===== config.mk =====
export PLATFORM = sky130hd
export DESIGN_NAME = pkt_selftest
export DESIGN_NICKNAME = d
export VERILOG_FILES = /design/src/rtl/pkt_selftest_pkg.sv /design/src/rtl/pkt_selftest_ctrl.sv /design/src/rtl/pkt_selftest_dp.sv /design/src/rtl/pkt_selftest.sv
export SDC_FILE = /design/constraint.sdc
export NUM_CORES = 1
export LEC_CHECK = 0
export BUFFER_PORTS_ARGS = -buffer_cell sky130_fd_sc_hd__buf_2
export CAP_MARGIN = 0
export CORE_AREA = 2 2 185 187
export DETAILED_ROUTE_END_ITERATION = 10
export DIE_AREA = 0 0 187 189
export PLACE_DENSITY = 0.95
export SYNTH_ARGS = -nofsm -noshare
export SYNTH_HDL_FRONTEND = slang
export SYNTH_SLANG_ARGS = --single-unit

===== constraint.sdc =====
create_clock -name clk -period 6.9 [get_ports clk]
set_input_delay 1.38 -clock clk [delete_from_list [all_inputs] [get_ports clk]]
set_output_delay 1.38 -clock clk [all_outputs]
set_load 0.02 [all_outputs]

===== src/rtl/pkt_selftest_pkg.sv =====
`timescale 1ns/1ps
package pkt_selftest_pkg;
  // Strobes from the control unit to the datapath
  typedef struct packed {
    logic start;      // one-cycle: clear datapath state, begin run
    logic active;     // engine owns the FIFO path
    logic genEnable;  // new packets may be started
    logic cont;       // continuous mode
  } stCtrl_t;

  typedef enum logic [1:0] {ST_IDLE, ST_RUN, ST_DRAIN, ST_DONE} stState_t;
endpackage


===== src/rtl/pkt_selftest_ctrl.sv =====
`timescale 1ns/1ps
module pkt_selftest_ctrl
  import pkt_selftest_pkg::*;
#(
  parameter int BASE   = 0,
  parameter int ADDR_W = 8,
  parameter int WORD_W = 32,
  parameter int CNT_W  = 18,
  parameter int LEN_W  = 13
) (
  input  logic              clk,
  input  logic              rst,
  input  logic              setStb,
  input  logic [ADDR_W-1:0] setAddr,
  input  logic [WORD_W-1:0] setData,
  input  logic              sentAll,
  input  logic              drained,
  input  logic [1:0]        errCode,
  input  logic [WORD_W-1:0] xferCnt,
  input  logic [WORD_W-1:0] cycCnt,
  output stCtrl_t           ctrl,
  output logic [CNT_W-1:0]  pktCount,
  output logic [LEN_W-1:0]  pktLen,
  output logic              rampMode,
  output logic [WORD_W-1:0] seed,
  output logic [15:0]       pktGap,
  output logic [7:0]        beatGap,
  output logic              running,
  output logic              done,
  output logic [WORD_W-1:0] rbData
);
  localparam logic [ADDR_W-1:0] A_SEL  = ADDR_W'(BASE);
  localparam logic [ADDR_W-1:0] A_CTRL = ADDR_W'(BASE + 1);
  localparam logic [ADDR_W-1:0] A_CFG  = ADDR_W'(BASE + 2);
  localparam logic [ADDR_W-1:0] A_THR  = ADDR_W'(BASE + 3);
  localparam logic [ADDR_W-1:0] A_SEED = ADDR_W'(BASE + 4);

  stState_t   state;
  logic       contReg;
  logic [2:0] rbSel;
  logic       wrCtrl;

  assign wrCtrl = setStb && (setAddr == A_CTRL);

  always_ff @(posedge clk) begin
    if (rst) begin
      state    <= ST_IDLE;
      contReg  <= 1'b0;
      rbSel    <= 3'd1;
      pktCount <= '0;
      pktLen   <= '0;
      rampMode <= 1'b0;
      seed     <= '0;
      pktGap   <= '0;
      beatGap  <= '0;
    end else begin
      if (setStb && setAddr == A_SEL)  rbSel <= setData[2:0];
      if (setStb && setAddr == A_CFG) begin
        pktCount <= setData[CNT_W-1:0];
        pktLen   <= setData[CNT_W+LEN_W-1:CNT_W];
        rampMode <= setData[CNT_W+LEN_W];
      end
      if (setStb && setAddr == A_THR) begin
        pktGap  <= setData[15:0];
        beatGap <= setData[23:16];
      end
      if (setStb && setAddr == A_SEED) seed <= setData;
      if (wrCtrl) begin
        if (setData[0]) begin
          state   <= ST_RUN;
          contReg <= setData[1];
        end else if (state == ST_RUN && contReg) begin
          state <= ST_DRAIN;
        end else begin
          state <= ST_IDLE;
        end
      end else begin
        case (state)
          ST_RUN:   if (!contReg && sentAll && drained) state <= ST_DONE;
          ST_DRAIN: if (drained) state <= ST_DONE;
          default:  ;
        endcase
      end
    end
  end

  assign running        = (state == ST_RUN) || (state == ST_DRAIN);
  assign done           = (state == ST_DONE);
  assign ctrl.start     = wrCtrl && setData[0];
  assign ctrl.active    = running;
  assign ctrl.genEnable = (state == ST_RUN);
  assign ctrl.cont      = contReg;

  always_comb begin
    case (rbSel)
      3'd1:    rbData = {{(WORD_W-4){1'b0}}, errCode, done, running};
      3'd2:    rbData = xferCnt;
      3'd3:    rbData = cycCnt;
      default: rbData = '0;
    endcase
  end
endmodule


===== src/rtl/pkt_selftest_dp.sv =====
`timescale 1ns/1ps
module pkt_selftest_dp
  import pkt_selftest_pkg::*;
#(
  parameter int WORD_W = 32,
  parameter int CNT_W  = 18,
  parameter int LEN_W  = 13
) (
  input  logic              clk,
  input  logic              rst,
  input  stCtrl_t           ctrl,
  input  logic [CNT_W-1:0]  pktCount,
  input  logic [LEN_W-1:0]  pktLen,
  input  logic              rampMode,
  input  logic [WORD_W-1:0] seed,
  input  logic [15:0]       pktGap,
  input  logic [7:0]        beatGap,
  input  logic [2*WORD_W-1:0] userInData,
  input  logic              userInLast,
  input  logic              userInValid,
  output logic              userInReady,
  output logic [2*WORD_W-1:0] userOutData,
  output logic              userOutLast,
  output logic              userOutValid,
  input  logic              userOutReady,
  output logic [2*WORD_W-1:0] fifoInData,
  output logic              fifoInLast,
  output logic              fifoInValid,
  input  logic              fifoInReady,
  input  logic [2*WORD_W-1:0] fifoOutData,
  input  logic              fifoOutLast,
  input  logic              fifoOutValid,
  output logic              fifoOutReady,
  output logic              sentAll,
  output logic              drained,
  output logic [1:0]        errCode,
  output logic [WORD_W-1:0] xferCnt,
  output logic [WORD_W-1:0] cycCnt
);
  localparam int DATA_W = 2 * WORD_W;
  localparam int BEAT_W = LEN_W - 2;   // holds ceil(maxLen/8)

  function automatic logic [DATA_W-1:0] pattern(input logic ramp,
      input logic [WORD_W-1:0] s, input logic [WORD_W-1:0] idx);
    return ramp ? (DATA_W'(s) + DATA_W'(idx)) : {s, ~s};
  endfunction

  logic [BEAT_W-1:0] beatsPerPkt, lastBeat;
  logic [LEN_W:0]    lenRound;
  assign lenRound    = {1'b0, pktLen} + (LEN_W+1)'(7);
  assign beatsPerPkt = (pktLen == '0) ? BEAT_W'(1) : lenRound[LEN_W:3];
  assign lastBeat    = beatsPerPkt - BEAT_W'(1);

  // Generator state
  logic [BEAT_W-1:0] genBeat;
  logic [WORD_W-1:0] genIdx;
  logic [CNT_W-1:0]  sentCnt;
  logic [15:0]       idleCnt;
  logic              genValid, genFire, genLast;
  // Checker state
  logic [BEAT_W-1:0] chkBeat;
  logic [WORD_W-1:0] chkIdx;
  logic [CNT_W-1:0]  chkCnt;
  logic              chkFire;

  assign sentAll  = (sentCnt == pktCount);
  assign drained  = (genBeat == '0) && (chkCnt == sentCnt);
  assign genLast  = (genBeat == lastBeat);
  assign genValid = ctrl.active && (idleCnt == '0) &&
                    ((genBeat != '0) || (ctrl.genEnable && (ctrl.cont || !sentAll)));
  assign genFire  = genValid && fifoInReady;
  assign chkFire  = ctrl.active && fifoOutValid;

  always_ff @(posedge clk) begin
    if (rst || ctrl.start) begin
      genBeat <= '0; genIdx <= '0; sentCnt <= '0; idleCnt <= '0;
      chkBeat <= '0; chkIdx <= '0; chkCnt <= '0;
      errCode <= '0; xferCnt <= '0; cycCnt <= '0;
    end else begin
      if (genFire) begin
        genIdx <= genIdx + 1'b1;
        if (genLast) begin
          genBeat <= '0;
          sentCnt <= sentCnt + 1'b1;
          idleCnt <= pktGap;
        end else begin
          genBeat <= genBeat + 1'b1;
          idleCnt <= 16'(beatGap);
        end
      end else if (ctrl.active && idleCnt != '0) begin
        idleCnt <= idleCnt - 1'b1;
      end
      if (chkFire) begin
        if (fifoOutData != pattern(rampMode, seed, chkIdx)) errCode[0] <= 1'b1;
        if (fifoOutLast != (chkBeat == lastBeat))           errCode[1] <= 1'b1;
        chkIdx  <= chkIdx + 1'b1;
        xferCnt <= xferCnt + 1'b1;
        if (fifoOutLast) begin
          chkBeat <= '0;
          chkCnt  <= chkCnt + 1'b1;
        end else begin
          chkBeat <= chkBeat + 1'b1;
        end
      end
      if (ctrl.active) cycCnt <= cycCnt + 1'b1;
    end
  end

  // Input multiplexer and output demultiplexer
  assign fifoInValid  = ctrl.active ? genValid : userInValid;
  assign fifoInData   = ctrl.active ? pattern(rampMode, seed, genIdx) : userInData;
  assign fifoInLast   = ctrl.active ? genLast : userInLast;
  assign userInReady  = !ctrl.active && fifoInReady;
  assign userOutValid = !ctrl.active && fifoOutValid;
  assign userOutData  = fifoOutData;
  assign userOutLast  = fifoOutLast;
  assign fifoOutReady = ctrl.active || userOutReady;
endmodule


===== src/rtl/pkt_selftest.sv =====
`timescale 1ns/1ps
module pkt_selftest
  import pkt_selftest_pkg::*;
#(
  parameter int BASE   = 0,
  parameter int ADDR_W = 8,
  parameter int WORD_W = 32,
  parameter int CNT_W  = 18,
  parameter int LEN_W  = 13
) (
  input  logic                clk,
  input  logic                rst,
  input  logic                setStb,
  input  logic [ADDR_W-1:0]   setAddr,
  input  logic [WORD_W-1:0]   setData,
  output logic [WORD_W-1:0]   rbData,
  input  logic [2*WORD_W-1:0] userInData,
  input  logic                userInLast,
  input  logic                userInValid,
  output logic                userInReady,
  output logic [2*WORD_W-1:0] userOutData,
  output logic                userOutLast,
  output logic                userOutValid,
  input  logic                userOutReady,
  output logic [2*WORD_W-1:0] fifoInData,
  output logic                fifoInLast,
  output logic                fifoInValid,
  input  logic                fifoInReady,
  input  logic [2*WORD_W-1:0] fifoOutData,
  input  logic                fifoOutLast,
  input  logic                fifoOutValid,
  output logic                fifoOutReady
);
  stCtrl_t           ctrl;
  logic [CNT_W-1:0]  pktCount;
  logic [LEN_W-1:0]  pktLen;
  logic              rampMode, sentAll, drained, running, done;
  logic [WORD_W-1:0] seed, xferCnt, cycCnt;
  logic [15:0]       pktGap;
  logic [7:0]        beatGap;
  logic [1:0]        errCode;

  pkt_selftest_ctrl #(.BASE(BASE), .ADDR_W(ADDR_W), .WORD_W(WORD_W),
                      .CNT_W(CNT_W), .LEN_W(LEN_W)) i_ctrl (
    .clk, .rst, .setStb, .setAddr, .setData, .sentAll, .drained, .errCode,
    .xferCnt, .cycCnt, .ctrl, .pktCount, .pktLen, .rampMode, .seed, .pktGap,
    .beatGap, .running, .done, .rbData
  );

  pkt_selftest_dp #(.WORD_W(WORD_W), .CNT_W(CNT_W), .LEN_W(LEN_W)) i_dp (
    .clk, .rst, .ctrl, .pktCount, .pktLen, .rampMode, .seed, .pktGap, .beatGap,
    .userInData, .userInLast, .userInValid, .userInReady,
    .userOutData, .userOutLast, .userOutValid, .userOutReady,
    .fifoInData, .fifoInLast, .fifoInValid, .fifoInReady,
    .fifoOutData, .fifoOutLast, .fifoOutValid, .fifoOutReady,
    .sentAll, .drained, .errCode, .xferCnt, .cycCnt
  );
endmodule


==> Word-level counts from Yosys, hierarchy flattened <==
Cells that the tools add are included.
{ "op_classes": {"addsub": 13, "n_eq_ne": 18, "n_mux": 18, "bitwise": 1, "reduce_logical": 40} }
{ "ops": {"columns": ["operator", "count"], "rows": [
  ["64-bit two-way mux", 3],
  ["32-bit by 1-bit adder with 32-bit output (second input constant)", 4],
  ["32-bit one-hot mux with 3 select lines", 1],
  ["32-bit by 32-bit adder with 33-bit output", 2],
  ["64-bit != test", 1],
  ["16-bit two-way mux", 3],
  ["18-bit by 1-bit adder with 18-bit output (second input constant)", 2],
  ["18-bit == test", 2],
  ["11-bit two-way mux", 3],
  ["32-bit inverter", 1],
  ["11-bit by 1-bit adder with 11-bit output (second input constant)", 2],
  ["11-bit == test", 2],
  ["1-bit logical AND", 18],
  ["8-bit by 2-bit == test with 1-bit output (second input constant)", 2],
  ["16-bit logical NOT", 1],
  ["16-bit nonzero test", 1],
  ["16-bit by 1-bit subtractor with 16-bit output (second input constant)", 1],
  ["13-bit by 3-bit adder with 14-bit output (second input constant)", 1],
  ["13-bit logical NOT", 1],
  ["11-bit logical NOT", 1],
  ["11-bit nonzero test", 1],
  ["11-bit by 1-bit subtractor with 11-bit output (second input constant)", 1],
  ["2-bit two-way mux", 5],
  ["2-bit AND reduction", 5],
  ["17 further kinds", 26]
]} }
{ "totals": {"reg_bits": 298, "input_bits": 177, "output_inout_bits": 166} }

==> Logic depth before layout (Yosys ltp) <==
Gate-level depths: netlist of the first run.
{ "logic_depth": {"depth_word": 8, "mapped_depth": 17, "ltp_nobuf": 15} }

==> Modules after synthesis <==
Synthesis of the first run repeated with hierarchy kept, for this count alone.
{ "unflattened": {"cells_unflattened": 2823, "area_unflattened_um2": 21972.3} }
{ "by_module_without_submodules": {"columns": ["module", "n_inst", "cells_each", "area_per_inst_um2"], "rows": [
  ["pkt_selftest_dp", 1, 2382, 17595.6],
  ["pkt_selftest_ctrl", 1, 441, 4376.7]
]} }

==> Worst setup path after synthesis of the first run <==
OpenSTA, ideal clock, no wires.
{ "synth_timing": {"kind": "register to output", "from": "register i_ctrl.seed[4]", "to": "output fifoInData[30]", "arrival_ns": 3.651, "t_required_ns": 5.520, "setup_slack_ns": 1.869, "path_stages_with_launch": 13, "n_path_buf": 0, "cell_sequence": "dfxtp_1 ha_1 a21o_1 a2111oi_0 a21oi_1 a311o_1 o2bb2ai_1 o41ai_1 o221ai_1 a221o_1 xor2_1 a21oi_1 o21ai_0"} }
{ "synth_between": {"elab_chain_cells": 3} }
{ "synth_lines": {"columns": ["element", "line", "source"], "rows": [
  ["from (decl)", "pkt_selftest_ctrl.sv:25", "output logic [WORD_W-1:0] seed,"],
  ["from (signal assigned)", "pkt_selftest_ctrl.sv:67", "if (setStb && setAddr == A_SEED) seed <= setData;"],
  ["32-bit by 32-bit adder with 33-bit output", "pkt_selftest_dp.sv:45", "return ramp ? (DATA_W'(s) + DATA_W'(idx)) : {s, ~s};"],
  ["64-bit two-way mux", "pkt_selftest_dp.sv:45", null],
  ["64-bit two-way mux", "pkt_selftest_dp.sv:111", "assign fifoInData = ctrl.active ? pattern(rampMode, seed, genIdx) : userInData;"],
  ["to (decl)", "pkt_selftest.sv:25", "output logic [2*WORD_W-1:0] fifoInData,"]
]} }
Every way passes these cells.

==> Worst setup path after layout of the first run <==
Same ends and word-level chain as after synthesis.

==> results of run 1 <==
[metal layers]
layer | GRT usage | wire length, um | vias up
met1 | 0.4803 | 27840 | 10190
met3 | 0.07118 | 6886 | 250
met2 | 0.6546 | 33270 | 1179
met4 | 0.2198 | 4363 | 2
li1 | - | - | 9988
met5 | 0 | 16 | -
[how the worst max path moves through the flow]
stage,to,from,slack [ns],depth (start not counted)
after floorplan,fifoInData[30],i_ctrl.seed[4],1.87,12
after global placement,fifoInData[30],i_ctrl.seed[4],1.36,13
after detailed placement,fifoInData[30],i_ctrl.seed[4],1.36,13
after CTS,fifoInData[30],i_ctrl.seed[4],0.74,13
after global routing,fifoInData[30],i_ctrl.seed[4],0.36,13
final,fifoInData[30],i_ctrl.seed[4],0.59,13
[power breakdown]
group,internal (uW),switching [uW],total (uW)
clock network,937,690,1630
logic,638,1330,1970
registers,1780,79.3,1860
total,3360,2100,5460
[stage by stage]
step / hold slack (ns) / std cells / util / setup WS [ns] / cell area [um2]
after global placement: 0.4393 / 3339 / 0.6640 / 1.356 / 22100
after detailed placement: 0.4487 / 3339 / 0.6640 / 1.361 / 22100
final: 0.4535 / 3393 / 0.6930 / 0.5899 / 23060
after CTS: 0.4543 / 3391 / 0.6928 / 0.7426 / 23060
after global routing: 0.4679 / 3393 / 0.6930 / 0.3634 / 23060
after floorplan: 0.4323 / 2754 / - / 1.869 / 20740
[layout by cell type (no fill, tap or decap), types with 16 or more instances in the layout]
cell / count
a21oi_1: 261
xnor2_1: 152
dfxtp_1: 297
a22o_1: 55
buf_4: 16
a211oi_1: 19
nor3_1: 48
ha_1: 77
nor4_1: 28
a31oi_1: 33
o21ai_0: 108
nand4_1: 45
or3_1: 38
nand3_1: 92
inv_1: 61
nand2b_1: 16
xor2_1: 157
nor2_1: 309
nand2_1: 369
clkbuf_16: 29
and3_1: 54
mux2i_1: 20
a21o_1: 30
buf_2: 342
[worst max-delay path: stages, from the launching register on]
cell and delay [ns]:
dfxtp_1 0.52, ha_1 0.35, a21o_1 0.21, a2111oi_0 0.44, a21oi_1 0.20, a311o_1 0.47
o2bb2ai_1 0.20, o41ai_1 0.63, o221ai_1 0.25, a221o_1 0.37, xor2_1 0.17, a21oi_1 0.27
o21ai_0 0.10, buf_2 0.18
[state kept, by name, summed over array words and instances (netlist names), 11 cells and up]
register and count:
i_ctrl.seed 32, i_dp.chkIdx 32, i_ctrl.pktCount 18, i_dp.xferCnt 32, i_ctrl.pktGap 16, i_dp.cycCnt 32, i_dp.genBeat 11, i_dp.chkCnt 18
i_dp.chkBeat 11, i_dp.idleCnt 16, i_ctrl.pktLen 13, i_dp.genIdx 32, i_dp.sentCnt 18
[logic make-up (layout without fill, tap and decap cells)]
family,after synthesis,after routing,share of synthesized area
AND/OR/NAND/NOR,1106,1106,0.2527
AO/OA/AOI/OAI,646,646,0.1987
XOR/XNOR,313,313,0.1346
flip-flops,298,298,0.2877
buffers and inverters,284,473,0.06383
adder cells (fa/ha/maj),80,80,0.04899
multiplexers,27,27,0.01345
other,0,2,0
[area by class of cell]
class                   count  share of cell area
diodes                      2           0.0002170
clock buffers              41             0.03559
clock inverters            11            0.006022
inverters                  62             0.01009
multi-input cells        2172              0.5846
flip-flops and latches    298              0.2588
well taps                 448             0.02431
repair buffers            359             0.08030
==> metrics.yaml, run 1 <==
pwr:
  power.total_uw: 5460
  power_density_mw_per_mm2: 236.8
  peakVddDrop_mv: 0.4300
  p_leak_uw: 0.009423
drt:
  drcViolationCount: 0
  vias_per_cell: 6.368
  ant_nets: 0
  vias: 21610
  dr.pass1.iters: 8
  routed_wl_um: 72370
  dr.first_iter.drc_count: 2219
  wire_per_inst_um: 21.33
placed_design:
  port-buffer-count: 342
  place.gp.congestion: 1.007
  dp_hpwl_um: 54860
clock_tree:
  numCtsBuffers: 29
  cts_tree: "built"
  clk_latency_ns: 0.57
  clockRootBuffer: "clkbuf_16"
  cts_resized: 0
  clock-sinks: 298
  cts_hold_buf: 0
  cts.path.max_buffers: 3
  cts_max_level: 1
  cts_setup_buffers: 0
  clk_pin_slew_ns: 0.06
floorplan:
  rows: 67
  dieArea_mm2: 0.03534
  boundaryPins: 343
  start_util: 0.6231
  core-area_mm2: 0.03328
  die_w_um: 187
  die_h_um: 189
cells_and_area:
  final_nets: 3179
  multi_input_area_mm2: 0.01348
  register_area_mm2: 0.005969
  num-fill-cells: 2656
  area_delta_synth_final_pct: 11.21
  drive_above_1_share: 0.1512
global_routing:
  grt_max_degree: 97
  antenna_found_initial: 4
  grt_pass1_wl_um: 110500
  overflow: 0
  grt_usage: 0.3926
  first_global_vias: 20360
synth:
  synthTopCellsByCount: "369 x nand2_1, 312 x nor2_1, 298 x dfxtp_1"
  async_reset_ff_frac: 0
  ys_seq_elements: 298
  synth_top_area_cell: "dfxtp_1"
  yosys_most_used_dff: "dfxtp_1"
  ys_seq_area_frac: 0.2877
  ys_warn_count: 0
  syn_area_per_cell_um2: 7.530
  yosysTopAreaCellShare: 0.2877
  synth_area_mm2: 0.02074
  yosys-top-cells-area: "dfxtp_1 29%, nand2_1 6.7%, xor2_1 6.6%"
  synth_nets: 3011
  synth.most_common_cell: "nand2_1"
  synth_edf_count: 0
  synth_cell_types: 85
  synthCells: 2754
worst_hold_path:
  min_from: "i_ctrl.beatGap[5]"
  min_to: "i_ctrl.beatGap[5]"
  min_path_cells: 2
  hold_class: "flip-flop to flip-flop"
critical_path:
  reg2reg_slack_ns: 1.90
  r2r_start: "i_ctrl.pktLen[10]"
  crit_type: "flip-flop to primary output"
  worstPathArrival_ns: 4.93
  critPathCaptureType: "primary output"
  rr_worst_depth: 15
  cp_max_fo: 8
  worstReg2RegEnd: "i_dp.sentCnt[14]"
  worstPathRequired_ns: 5.52
  startpoint_type: "flip-flop"
sta:
  slew_headroom: 0.2146
  fmax_ghz: 0.1585
  clock_skew_ns: 0.02447
  finalCritPeriodShare: 0.9145
  tightest_slew_ns: 1.178
  fin_crit_ns: 6.310
  fin_tns_setup_ns: 0
  setup_violations: 0
  final-hold-violation-count: 0
  report.final.slew_viol_count: 0
  rsz0062_at_grt: "no"
flow_run:
  drv_cap: 0
outcome:
  status: "finished clean"
Power figures use the tool's default switching activity.
==> run 2, diff against run 1 <==
==> constraint.sdc (replaced) <==
create_clock -name clk -period 7.6 [get_ports clk]
set_input_delay 1.52 -clock clk [delete_from_list [all_inputs] [get_ports clk]]
set_output_delay 1.52 -clock clk [all_outputs]
set_load 0.02 [all_outputs]
==> run 2 against run 1 <==
  * Utilization increased by 0.11 points
  * Global-route usage increased by 0.17 points
  * Hold slack got worse by 0.0031 ns
  * Via count increased by 1.1%
  * Non-clock buffer count decreased by 5
  * Die area unchanged
  * Critical path type unchanged
==> metrics.yaml, run 2 (synthesized netlist as in run 1, its figures left out) <==
drt:
  dr.pass1.iters: 8  # unchanged
  drcViolationCount: 0  # unchanged
  ant_nets: 0  # unchanged
  vias: 21850  # +1.1%
  vias_per_cell: 6.446  # +1.2%
  wire_per_inst_um: 21.56  # +1.1%
  routed_wl_um: 73110  # +1.0%
  dr.first_iter.drc_count: 2572  # +16%
clock_tree:
  clk_pin_slew_ns: 0.06  # about the same
  cts_resized: 0  # unchanged
  cts_hold_buf: 0  # unchanged
  cts_tree: "built"
  clockRootBuffer: "clkbuf_16"
  clk_latency_ns: 0.58  # about the same
  clock-sinks: 298  # unchanged
  numCtsBuffers: 30  # +3.4%
  cts.path.max_buffers: 3  # unchanged
  cts_max_level: 1  # unchanged
  cts_setup_buffers: 0  # unchanged
cells_and_area:
  fin_util: 0.6940  # +0.001053
  area_delta_synth_final_pct: 11.38
  final_common_cell: "nand2_1"
  final_cell_mix: "369 x nand2_1, 342 x buf_2, 309 x nor2_1"
  final_nets: 3175  # -0.13%
  drive_above_1_share: 0.1518  # +0.0005460
pwr:
  combPwrFrac: 0.357  # -0.004
  power_density_mw_per_mm2: 218.3  # -7.8%
  power_frac_clock: 0.307  # +0.009
  power_frac_seq: 0.335  # -0.006
  switching_share: 0.3844  # -0.0006388
  peakVddDrop_mv: 0.1982  # -54%
  p_leak_uw: 0.009441  # +0.18%
  p_int_uw: 3105  # -7.5%
  switchingPower_uw: 1939  # -7.8%
outcome:
  status: "finished clean"
critical_path:
  worstPathRequired_ns: 6.08  # +0.56 ns
  crit_path_max_incr_delay_ns: 0.57  # -0.06 ns
  worstPathArrival_ns: 4.99  # +0.06 ns
  worstReg2RegEnd: "i_dp.sentCnt[14]"
  path_cells: "ha_1 > a21o_1 > a2111oi_0 > a21oi_1 > a311o_1 > o2bb2ai_1 > o41ai_1 > o221ai_1 > a221o_1 > xor2_1 > a21oi_1 > o21ai_0 > buf_2"
  startpoint_type: "flip-flop"
  crit_type: "flip-flop to primary output"
  path_common_cell: "a21oi_1"
  r2r_start: "i_ctrl.pktLen[10]"
  reg2reg_slack_ns: 2.59  # +0.69 ns
  cp_max_fo: 8  # unchanged
  rr_worst_depth: 15  # unchanged
  critPathCaptureType: "primary output"
  slowest_stage: "o41ai_1"
worst_hold_path:
  hold_class: "flip-flop to flip-flop"
  min_from: "i_ctrl.pktGap[14]"
  min_to: "i_dp.idleCnt[14]"
  min_path_cells: 2  # unchanged
sta:
  clock_skew_ns: 0.03500  # +0.01053 ns
  tightest_slew_ns: 1.150  # -0.02838 ns
  fin_crit_ns: 6.513
  report.final.slew_viol_count: 0  # unchanged
  fin_tns_setup_ns: 0  # unchanged
  rsz0062_at_grt: "no"
  fmax_ghz: 0.1535
  slew_headroom: 0.2327  # +0.01810
  final-hold-violation-count: 0  # unchanged
  setup_violations: 0  # unchanged
  finalCritPeriodShare: 0.8570
global_routing:
  grt_util_met3: 0.07766  # +0.006487
  antenna_found_initial: 8  # +4
  globalRoute.busiestLayer: "met2"
  grt_usage: 0.3943  # +0.001657
  grtUsageMet2: 0.6707  # +0.01616
  grt_max_degree: 97  # unchanged
  first_global_vias: 20460  # +0.50%
  use_met1: 0.4746  # -0.005679
  grt_pass1_wl_um: 111400  # +0.84%
  overflow: 0  # unchanged
floorplan:
  rows: 67  # unchanged
  die_h_um: 189  # unchanged
  dieArea_mm2: 0.03534  # unchanged
  boundaryPins: 343  # unchanged
  die_w_um: 187  # unchanged
  core-area_mm2: 0.03328  # unchanged
  start_util: 0.6231  # unchanged
placed_design:
  place.gp.congestion: 0.9955  # -1.2%
  dp_hpwl_um: 54700  # -0.28%
  port-buffer-count: 342  # unchanged
flow_run:
  drv_cap: 0  # unchanged
[run 2: changes by cell type in the layout (fill, tap and decap cells not counted), sizes merged]
cell | before | now
buf | 359 | 354
diode | 2 | 3
clkinv | 6 | 11
bufinv | 3 | 4
clkbuf | 41 | 37
clkinvlp | 2 | 1
[run 2: layout make-up]
cell class	instances	area [um2]
sequential	298	5969
timing repair buffer	354	1814
inverter	62	232.7
clock buffer	37	827.0
tap	448	560.5
antenna	3	7.507
clock inverter	16	202.7
fill	2616	10180
multi-input combinational	2172	13480
[run 2: critical path: cells and delay by family (launching register included)]
family	cells	cell delay [ns]
XOR/XNOR	1	0.18
buffers and inverters	1	0.18
AO/OA/AOI/OAI	10	3.18
adder cells (fa/ha/maj)	1	0.36
flip-flops	1	0.54
[run 2: stage by stage]
stage	total power, uW	hold slack [ns]	setup WS (ns)	cell area [um2]	std cells
floorplan	2869	0.4323	2.429	20740	2754
global placement	3427	0.4406	1.948	22060	3334
detailed placement	3469	0.4442	1.817	22060	3334
CTS	5005	0.4504	1.218	23090	3387
global route	5221	0.4802	0.8874	23090	3389
finish	5043	0.4504	1.087	23100	3390
[run 2: worst max-delay path by stage]
stage | from | endpoint | slack (ns)
2_1_floorplan | i_ctrl.seed[4] | fifoInData[30] | 2.43
3_3_place_gp | i_ctrl.seed[4] | fifoInData[30] | 1.95
3_5_place_dp | i_ctrl.seed[4] | fifoInData[30] | 1.82
4_1_cts | i_ctrl.seed[4] | fifoInData[30] | 1.22
5_1_grt | i_ctrl.seed[4] | fifoInData[30] | 0.89
6_report | i_ctrl.seed[4] | fifoInData[30] | 1.09
[run 2: power groups by stage]
stage          combinational (uW)  sequential, uW  clock (uW)
5_1_grt                      1910            1700        1610
3_5_place_dp                 1750            1720           0
3_3_place_gp                 1710            1720           0
2_1_floorplan                1170            1700           0
4_1_cts                      1770            1690        1550
6_report                     1800            1690        1550
[run 2: routing by layer]
layer,part of all wire,vias up
met5,0.00094,-
met4,0.056,10
met3,0.10,292
met2,0.47,1342
met1,0.37,10230
li1,-,9978
